File: src/rtl/pred_pkg.sv
package pred_pkg;
  localparam int unsigned ENT_RIDX_W = 6;

  typedef enum logic {
    TBL_INT = 1'b0,
    TBL_FP  = 1'b1
  } tbl_sel_e;

  typedef struct packed {
    logic                  active;
    logic [ENT_RIDX_W-1:0] ridx;
    logic                  inv;
    logic                  zero;
  } pred_ent_t;

  localparam pred_ent_t ENT_RESET = '{active: 1'b0, ridx: '0, inv: 1'b0, zero: 1'b0};
endpackage

File: src/rtl/pred_table.sv
module pred_table #(
  parameter int unsigned NREG  = 32,
  localparam int unsigned IDX_W = $clog2(NREG)
) (
  input  logic                clk_i,
  input  logic                rst_ni,
  input  logic                we_i,
  input  logic [IDX_W-1:0]    waddr_i,
  input  pred_pkg::pred_ent_t wdata_i,
  input  logic [IDX_W-1:0]    raddr_i,
  output pred_pkg::pred_ent_t rdata_o
);
  pred_pkg::pred_ent_t ent_q [NREG];

  for (genvar g = 0; g < NREG; g++) begin : g_ent
    logic hit;
    assign hit = we_i && (waddr_i == IDX_W'(g));
    always_ff @(posedge clk_i or negedge rst_ni) begin
      if (!rst_ni) begin
        ent_q[g] <= pred_pkg::ENT_RESET;
      end else if (hit) begin
        ent_q[g] <= wdata_i;
      end
    end
  end

  assign rdata_o = ent_q[raddr_i];
endmodule

File: src/rtl/pred_mask_gen.sv
module pred_mask_gen #(
  parameter int unsigned XLEN   = 64,
  parameter int unsigned RIDX_W = pred_pkg::ENT_RIDX_W
) (
  input  logic                remap_active_i,
  input  pred_pkg::pred_ent_t ent_i,
  output logic [RIDX_W-1:0]   raddr_o,
  input  logic [XLEN-1:0]     rdata_i,
  output logic [XLEN-1:0]     mask_o,
  output logic                zeroing_o
);
  logic pred_on;

  // both levels must be enabled, otherwise the mask is unconditional
  assign pred_on = remap_active_i && ent_i.active;
  assign raddr_o = ent_i.ridx;

  always_comb begin
    mask_o    = '1;
    zeroing_o = 1'b0;
    if (pred_on) begin
      mask_o    = ent_i.inv ? ~rdata_i : rdata_i;
      zeroing_o = ent_i.zero;
    end
  end
endmodule

File: src/rtl/pred_elem_gate.sv
module pred_elem_gate #(
  parameter int unsigned XLEN   = 64,
  parameter int unsigned RIDX_W = pred_pkg::ENT_RIDX_W,
  localparam int unsigned OFF_W = $clog2(XLEN)
) (
  input  logic [XLEN-1:0]   mask_i,
  input  logic [OFF_W-1:0]  off_i,
  input  logic [RIDX_W-1:0] reg_i,
  output logic              en_o,
  output logic [RIDX_W-1:0] reg_o
);
  assign en_o  = mask_i[off_i];
  assign reg_o = en_o ? reg_i : '0;
endmodule

File: src/rtl/pred_mask_unit.sv
module pred_mask_unit #(
  parameter int unsigned XLEN  = 64,
  parameter int unsigned NREG  = 32,
  localparam int unsigned IDX_W  = $clog2(NREG),
  localparam int unsigned OFF_W  = $clog2(XLEN),
  localparam int unsigned RIDX_W = pred_pkg::ENT_RIDX_W,
  localparam int unsigned NTBL   = 2
) (
  input  logic              clk_i,
  input  logic              rst_ni,
  input  logic              cfg_we_i,
  input  logic              cfg_fp_i,
  input  logic [IDX_W-1:0]  cfg_idx_i,
  input  logic              cfg_active_i,
  input  logic [RIDX_W-1:0] cfg_ridx_i,
  input  logic              cfg_inv_i,
  input  logic              cfg_zero_i,
  input  logic              lk_fp_i,
  input  logic [IDX_W-1:0]  lk_idx_i,
  input  logic              remap_active_i,
  output logic [RIDX_W-1:0] rf_raddr_o,
  input  logic [XLEN-1:0]   rf_rdata_i,
  input  logic [OFF_W-1:0]  elem_off_i,
  input  logic [RIDX_W-1:0] elem_reg_i,
  output logic [XLEN-1:0]   mask_o,
  output logic              zeroing_o,
  output logic              elem_en_o,
  output logic [RIDX_W-1:0] elem_reg_o
);
  import pred_pkg::*;

  pred_ent_t wr_ent;
  pred_ent_t tbl_rd [NTBL];
  pred_ent_t sel_ent;

  assign wr_ent = '{active: cfg_active_i, ridx: cfg_ridx_i, inv: cfg_inv_i, zero: cfg_zero_i};

  // one table per register class
  for (genvar t = 0; t < NTBL; t++) begin : g_tbl
    logic tbl_we;
    assign tbl_we = cfg_we_i && (tbl_sel_e'(cfg_fp_i) == tbl_sel_e'(t));
    pred_table #(.NREG(NREG)) u_tbl (
      .clk_i  (clk_i),
      .rst_ni (rst_ni),
      .we_i   (tbl_we),
      .waddr_i(cfg_idx_i),
      .wdata_i(wr_ent),
      .raddr_i(lk_idx_i),
      .rdata_o(tbl_rd[t])
    );
  end

  assign sel_ent = (tbl_sel_e'(lk_fp_i) == TBL_FP) ? tbl_rd[1] : tbl_rd[0];

  pred_mask_gen #(.XLEN(XLEN), .RIDX_W(RIDX_W)) u_gen (
    .remap_active_i(remap_active_i),
    .ent_i         (sel_ent),
    .raddr_o       (rf_raddr_o),
    .rdata_i       (rf_rdata_i),
    .mask_o        (mask_o),
    .zeroing_o     (zeroing_o)
  );

  pred_elem_gate #(.XLEN(XLEN), .RIDX_W(RIDX_W)) u_gate (
    .mask_i(mask_o),
    .off_i (elem_off_i),
    .reg_i (elem_reg_i),
    .en_o  (elem_en_o),
    .reg_o (elem_reg_o)
  );
endmodule

File: config.mk
export PLATFORM = sky130hd
export DESIGN_NAME = pred_mask_unit
export DESIGN_NICKNAME = d
export VERILOG_FILES = /design/src/rtl/pred_pkg.sv /design/src/rtl/pred_table.sv /design/src/rtl/pred_mask_gen.sv /design/src/rtl/pred_elem_gate.sv /design/src/rtl/pred_mask_unit.sv
export SDC_FILE = /design/constraint.sdc
export NUM_CORES = 1
export LEC_CHECK = 0
export CAP_MARGIN = 10
export CORE_MARGIN = 10
export CORE_UTILIZATION = 60
export DETAILED_ROUTE_END_ITERATION = 6
export GPL_ROUTABILITY_DRIVEN = 0
export PLACE_DENSITY = 0.81
export SETUP_SLACK_MARGIN = 0.5
export SYNTH_ARGS = -nofsm -noshare
export SYNTH_HDL_FRONTEND = slang
export SYNTH_SLANG_ARGS = --single-unit
File: constraint.sdc
create_clock -name clk_i -period 6.8 [get_ports clk_i]
set_input_delay 1.36 -clock clk_i [delete_from_list [all_inputs] [get_ports clk_i]]
set_output_delay 1.36 -clock clk_i [all_outputs]
set_load 0.1 [all_outputs]
== Word-level counts from Yosys, hierarchy flattened ==
Index checks and enable logic that the tools add are counted.

* $add $sub $neg: 0
* Equality and inequality tests: 31
* Shifts and indexed selects: 0
* Reduce and logical (&&, ||, !) cells: 68
* Div/mod/pow operators: 0
* $mul: 0
* Bitwise logic cells: 3
* Multiplexer cells: 13
* Order comparisons: 2

{| class="wikitable"
|+ Operators with widths
! cell !! count
|-
| two-way mux 64 bit || 2
|-
| binary-select mux 9 bit (select 5 bit) || 2
|-
| equality test 5 bit, second input constant || 16
|-
| logical AND 1 bit || 67
|-
| NOT 64 bit || 1
|-
| two-way mux 9 bit || 5
|-
| equality test 5 x 4 -> 1 bit, second input constant || 8
|-
| equality test 5 x 3 -> 1 bit, second input constant || 4
|-
| equality test 5 x 2 -> 1 bit, second input constant || 2
|-
| < comparator 6 x 7 -> 1 bit, second input constant || 1
|-
| binary-select mux 1 bit (select 6 bit) || 1
|-
| >= comparator 6 bit, second input constant || 1
|-
| two-way mux 6 bit || 1
|-
| NOT 5 -> 6 bit || 1
|-
| equality test 5 x 1 -> 1 bit, second input constant || 1
|-
| logical NOT 5 bit || 1
|-
| two-way mux 1 bit || 2
|-
| NOT 1 bit || 1
|}

* Output and inout port bits: 78
* Logic and storage cells: 373
* Register bits after elaboration: 576
* Input port bits: 101
* Bits in writable memories: 0
* Memory bits (read-only): 0
* Memories: 0
* Latch bits: 0

== Logic depth before layout (Yosys ltp) ==
* Depth in word-level cells: 10
* Mapped depth: 13
* Gate-level depth less buffers: 9

== Modules after synthesis ==
From an unflattened synthesis, not the netlist that was laid out.

* Cell total of the unflattened synthesis: 1792
* Area, all modules: 28018.1 sq um

{| class="wikitable"
|+ Modules (own cells, without submodules)
! module !! area an instance (sq um) !! cells each !! sequential area each (sq um) !! instances
|-
| pred_table || 13097.6 || 779 || 7206.9 || 2
|-
| pred_mask_gen || 997.2 || 150 || 0.0 || 1
|-
| pred_elem_gate || 666.9 || 72 || 0.0 || 1
|-
| pred_mask_unit || 158.9 || 12 || 0.0 || 1
|}

== Worst setup path before layout ==
Ideal clock, no wire load.

* Path type: input to output
* Start point: in lk_idx_i[0]
* End point: out elem_en_o
* Cell stages on the path: 11
* Setup slack: 0.086 ns
* Path buffers: 2
* Arrival time: 5.354 ns
* Data required time: 5.440 ns
* Path through: buf_4 buf_2 mux4_2 mux4_2 o22ai_1 nor2_1 o21ai_0 nor2_1 a221oi_1 a31oi_2 a21oi_1

* Cells in the longest elaborated chain, start to end: 9

{| class="wikitable"
|+ RTL lines
! item !! RTL line !! text
|-
| start: declaration || pred_mask_unit.sv:19 || <nowiki>input logic [IDX_W-1:0] lk_idx_i,</nowiki>
|-
| NOT 5 -> 6 bit (not written as such) (*) || pred_table.sv:27 || <nowiki>assign rdata_o = ent_q[raddr_i];</nowiki>
|-
| binary-select mux 9 bit (select 5 bit) || pred_table.sv:27 ||
|-
| two-way mux 9 bit (not written as such) (2 in series) || pred_table.sv:27 ||
|-
| two-way mux 9 bit (*) || pred_mask_unit.sv:53 || <nowiki>assign sel_ent = (tbl_sel_e'(lk_fp_i) == TBL_FP) ? tbl_rd[1] : tbl_rd[0];</nowiki>
|-
| two-way mux 64 bit or logical AND 1 bit (tied branches) || pred_mask_gen.sv:22, pred_mask_gen.sv:15 ||
|-
| two-way mux 64 bit (*) || pred_mask_gen.sv:21 || <nowiki>if (pred_on) begin</nowiki>
|-
| binary-select mux 1 bit (select 6 bit) (*) || pred_elem_gate.sv:12 || <nowiki>assign en_o = mask_i[off_i];</nowiki>
|-
| two-way mux 1 bit (not written as such) (*) || pred_elem_gate.sv:12 ||
|-
| end: declaration || pred_mask_unit.sv:27 || <nowiki>output logic elem_en_o,</nowiki>
|}

Every way passes the cells marked *; elsewhere a longest branch is shown, timed or not. The select of a mux whose other input is x is not followed.

== Worst setup path in the final report ==
* Start point: in lk_idx_i[2]
* End point: out elem_reg_o[2]

* Cells in the longest elaborated chain, start to end: 10

{| class="wikitable"
|+ RTL lines
! item !! RTL line !! text
|-
| NOT 5 -> 6 bit (not written as such) (*) || pred_table.sv:27 ||
|-
| binary-select mux 9 bit (select 5 bit) || pred_table.sv:27 ||
|-
| two-way mux 9 bit (not written as such) (2 in series) || pred_table.sv:27 ||
|-
| two-way mux 9 bit (*) || pred_mask_unit.sv:53 ||
|-
| two-way mux 64 bit or logical AND 1 bit (tied branches) || pred_mask_gen.sv:22, pred_mask_gen.sv:15 ||
|-
| two-way mux 64 bit (*) || pred_mask_gen.sv:21 ||
|-
| binary-select mux 1 bit (select 6 bit) (*) || pred_elem_gate.sv:12 ||
|-
| two-way mux 1 bit (not written as such) (*) || pred_elem_gate.sv:12 ||
|-
| two-way mux 6 bit (*) || pred_elem_gate.sv:13 || <nowiki>assign reg_o = en_o ? reg_i : '0;</nowiki>
|-
| end: declaration || pred_mask_unit.sv:28 || <nowiki>output logic [RIDX_W-1:0] elem_reg_o</nowiki>
|}

Marked as above.

==> out/qor.txt <==
=================================================================================
Number of failing setup endpoints in the final timing report .......            0
DR iter-0 viols ....................................................         1716
Area of the mapped netlist .........................................    28000 um2
Fraction of final layout cells with drive strength greater than 1 ..        50.2%
Cell chosen for the clock root ..................................... sky130_fd_sc_hd__clkbuf_16
Layout Skew ........................................................         0 ns
Kind of start point of the critical path ...........................    input pin
DR vias/cell .......................................................         6.50
Worst-Skew Late Latency ............................................      0.63 ns
Unrepaired setup endpoints after global routing ....................          yes
Register with the most flip-flops .................................. g_tbl.u_tbl.ent_q
Power Dens Cells ...................................................   285 nW/um2
Number of optimization iterations in the first detailed-route pass .            6
Switching Fraction .................................................        26.8%
Class of the worst hold path ....................................... flop to flop
Cell type contributing the most total cell area after synthesis .... sky130_fd_sc_hd__dfrtp_1
TritonCTS clock tree ...............................................         done
Total power consumption of the routed design .......................      9.46 mW
Fraction of the yosys area taken by sequential cells ...............        51.5%
Remaining DRCs .....................................................            0
Standard cell area after detailed placement ........................    31000 um2
Relative max-transition margin .....................................        15.4%
Worst-path fanout max ..............................................           31
Slew @ Worst Pin ...................................................      1.26 ns
Number of synthesized register bits ................................          576
Synthesized netlist net count ......................................         1946
Full die area ......................................................    55700 um2
Global-route wire length before repair .............................    112000 um
Endpoint class of the critical path ................................ primary output
Antenna violations before repair ...................................            5
Final ANT Viol Nets ................................................            0
TritonCTS Sinks ....................................................          576
Number of standard cells after synthesis ...........................         1845
Portion of synthesized cell area occupied by the leading cell type .        51.5%
Maximum capacitance violations .....................................            0
Max reg flops ......................................................          576
Period Utilization, post-route .....................................        90.8%
Starting density of the core .......................................        60.4%
Count of standard-cell rows ........................................           79
Post-synth ARST share ..............................................         100%
Routed wire per std cell ...........................................      27.3 um
Number of buffers created by CTS ...................................           58
Number of enable flip-flop cells after synthesis ...................            0
Portion of total power attributed to the clock network .............        36.8%
Number of buffers on the longest clock path ........................            3
Input/output buffers ...............................................          178
Post-layout util ...................................................        71.4%
Leading post-synthesis cells by cell area .......................... sky130_fd_sc_hd__dfrtp_1 52%, sky130_fd_sc_hd__mux2_2 23%, sky130_fd_sc_hd__mux4_2 16%, sky130_fd_sc_hd__xnor2_1 2.5%, sky130_fd_sc_hd__nand2_1 1.6%
Yosys warning count ................................................            0
Power Internal .....................................................      6.93 mW
Post-placement cell count ..........................................         2524
Floorplan Core Area ................................................    46400 um2
Maximum operating frequency ........................................      162 MHz
Largest net degree at the start of global routing ..................          184
Leakage ............................................................      15.0 nW
CTS H-tree lvls ....................................................            2
Final hold violation count .........................................            0
Smallest hold slack ................................................     0.500 ns
Post-route design area .............................................    33100 um2
Arrival time of the worst setup path ...............................      4.81 ns
Hold buffers post-CTS ..............................................            0
Count of boundary I/O pins .........................................          179
Final critical delay including setup and external delays ...........      6.17 ns
CP Data Required Time ..............................................      5.44 ns
GRT Overall Usage ..................................................        25.7%
Primary flip-flop cell chosen by synthesis mapping ................. sky130_fd_sc_hd__dfrtp_1
Vertical extent of the die .........................................       236 um
Total Nets Final ...................................................         2080
Library cells used by synthesis ....................................           45
Combinational power share ..........................................        19.6%
Per-instance average area after synthesis ..........................     15.2 um2
Final HPWL DP ......................................................     48000 um
Synthesis-to-layout area growth ....................................        18.4%
Leading registers by flop count .................................... g_tbl.u_tbl.ent_q (576)
Outcome ............................................................    completed
Die outline width ..................................................       236 um
Clock slew seen by the registers of the worst setup and hold paths .      0.05 ns
Number of standard cells in the layout, taps in and fillers out ....         2636
Total overflow reported by the global router .......................            0
Count of vias placed by the detailed router ........................        17141
Post-Route WL ......................................................     71900 um
Category of the most critical setup path ........................... input pin to primary output
Switching power ....................................................      2.53 mW
Setup TNS Final ....................................................         0 ns
Fin. max-slew vios .................................................            0
Sequential group share of total power ..............................        43.6%
Setup Slack @ Placement ............................................     0.564 ns
Peak supply drop ...................................................     0.258 mV
Vias in the first global route .....................................        17995
Final WS setup .....................................................     0.625 ns
=================================================================================
layout make-up:
type	count	area (um2)
Tap cell	607	759
Timing Repair Buffer	213	2810
Clock inverter	26	409
Fill cell	2871	13200
Inverter	5	18.8
Antenna cell	3	7.51
Multi-Input combinational cell	1125	13000
Sequential cell	576	14400
Clock buffer	81	1690
timing repair:
item | CTS | global route
resized for setup | 0 | 4
endpoints found under the setup margin | 0 | 9
buffers inserted | 0 | 0
synthesized netlist by cell type, drive strengths merged (2+ instances only):
cell	n
nor4	3
dfrtp	576
nor2	34
a31oi	2
nand2	121
nand2b	8
clkbuf	99
o22ai	11
a21oi	11
buf	40
mux2i	18
xnor2	80
inv	5
mux2	582
or2	8
or3b	2
o21ai	4
nand3	12
and3	2
nor2b	3
mux4	194
or4	2
nand4	4
and2	2
nand3b	4
nor3	7
final timing paths:
path,from,to,slack (ns),cells past startpoint
hold / removal,g_tbl[1].u_tbl.ent_q[13]$_DFFE_PN0P_,g_tbl[1].u_tbl.ent_q[13]$_DFFE_PN0P_,0.50,1
max in group asynchronous,rst_ni,g_tbl[0].u_tbl.ent_q[265]$_DFFE_PN0P_,4.46,2
hold reg to reg,g_tbl[1].u_tbl.ent_q[13]$_DFFE_PN0P_,g_tbl[1].u_tbl.ent_q[13]$_DFFE_PN0P_,0.50,1
setup reg to reg,g_tbl[1].u_tbl.ent_q[224]$_DFFE_PN0P_,g_tbl[1].u_tbl.ent_q[224]$_DFFE_PN0P_,6.00,1
setup / recovery,lk_idx_i[2],elem_reg_o[2],0.63,12
min in group asynchronous,rst_ni,g_tbl[1].u_tbl.ent_q[106]$_DFFE_PN0P_,0.83,1
cell usage in the layout, fill, tap and decap left out, types with 4 or more instances in the layout:
cell type and n:
sky130_fd_sc_hd__a21oi_1 11, sky130_fd_sc_hd__buf_12 77, sky130_fd_sc_hd__buf_2 9, sky130_fd_sc_hd__buf_4 35
sky130_fd_sc_hd__bufinv_16 10, sky130_fd_sc_hd__clkbuf_1 9, sky130_fd_sc_hd__clkbuf_16 60, sky130_fd_sc_hd__clkbuf_8 13
sky130_fd_sc_hd__clkdlybuf4s50_1 87, sky130_fd_sc_hd__clkinv_2 11, sky130_fd_sc_hd__dfrtp_1 576, sky130_fd_sc_hd__mux2_2 582
sky130_fd_sc_hd__mux2i_1 15, sky130_fd_sc_hd__mux4_2 194, sky130_fd_sc_hd__nand2_1 121, sky130_fd_sc_hd__nand2b_1 8
sky130_fd_sc_hd__nand3_1 12, sky130_fd_sc_hd__nand3b_1 4, sky130_fd_sc_hd__nand4_1 4, sky130_fd_sc_hd__nor2_1 33
sky130_fd_sc_hd__nor3_1 7, sky130_fd_sc_hd__o22ai_1 11, sky130_fd_sc_hd__or2_2 8, sky130_fd_sc_hd__xnor2_1 80
layer usage:
metal | track usage (%) | wire, um | vias up
li1 | - | - | 7155
met1 | 35.3 | 29700 | 9223
met2 | 41.5 | 35200 | 648
met3 | 5.31 | 5640 | 109
met4 | 5.85 | 1250 | 6
met5 | 0 | 37 | -
critical path, cell delays in order:
cell	delay, ns
sky130_fd_sc_hd__clkbuf_4	0.26
sky130_fd_sc_hd__buf_12	0.27
sky130_fd_sc_hd__mux4_2	0.32
sky130_fd_sc_hd__mux4_2	0.53
sky130_fd_sc_hd__mux2_2	0.40
sky130_fd_sc_hd__xnor2_1	0.16
sky130_fd_sc_hd__o22ai_1	0.24
sky130_fd_sc_hd__o22ai_1	0.11
sky130_fd_sc_hd__a221oi_1	0.33
sky130_fd_sc_hd__a31oi_2	0.24
sky130_fd_sc_hd__a21oi_1	0.33
sky130_fd_sc_hd__buf_12	0.22
kinds of logic after synthesis:
kind of cell / after synthesis / synth area share [%]
AND/OR/NAND/NOR: 213 / 3.35
buffers and inverters: 144 / 2.02
flip-flops: 576 / 51.5
XOR/XNOR: 80 / 2.50
multiplexers: 794 / 39.7
AO/OA/AOI/OAI: 38 / 0.912
power by group through the flow:
stage / Sequential (mW) / Clock (mW) / Combinational (mW)
3_3_place_gp: 4.13 / 0 / 1.80
6_report: 4.12 / 3.48 / 1.86
3_5_place_dp: 4.17 / 0 / 1.86
4_1_cts: 4.11 / 3.52 / 1.87
2_1_floorplan: 4.08 / 0 / 1.36
5_1_grt: 4.17 / 3.65 / 1.97
No activity file was read; power rests on OpenSTA's default activity.
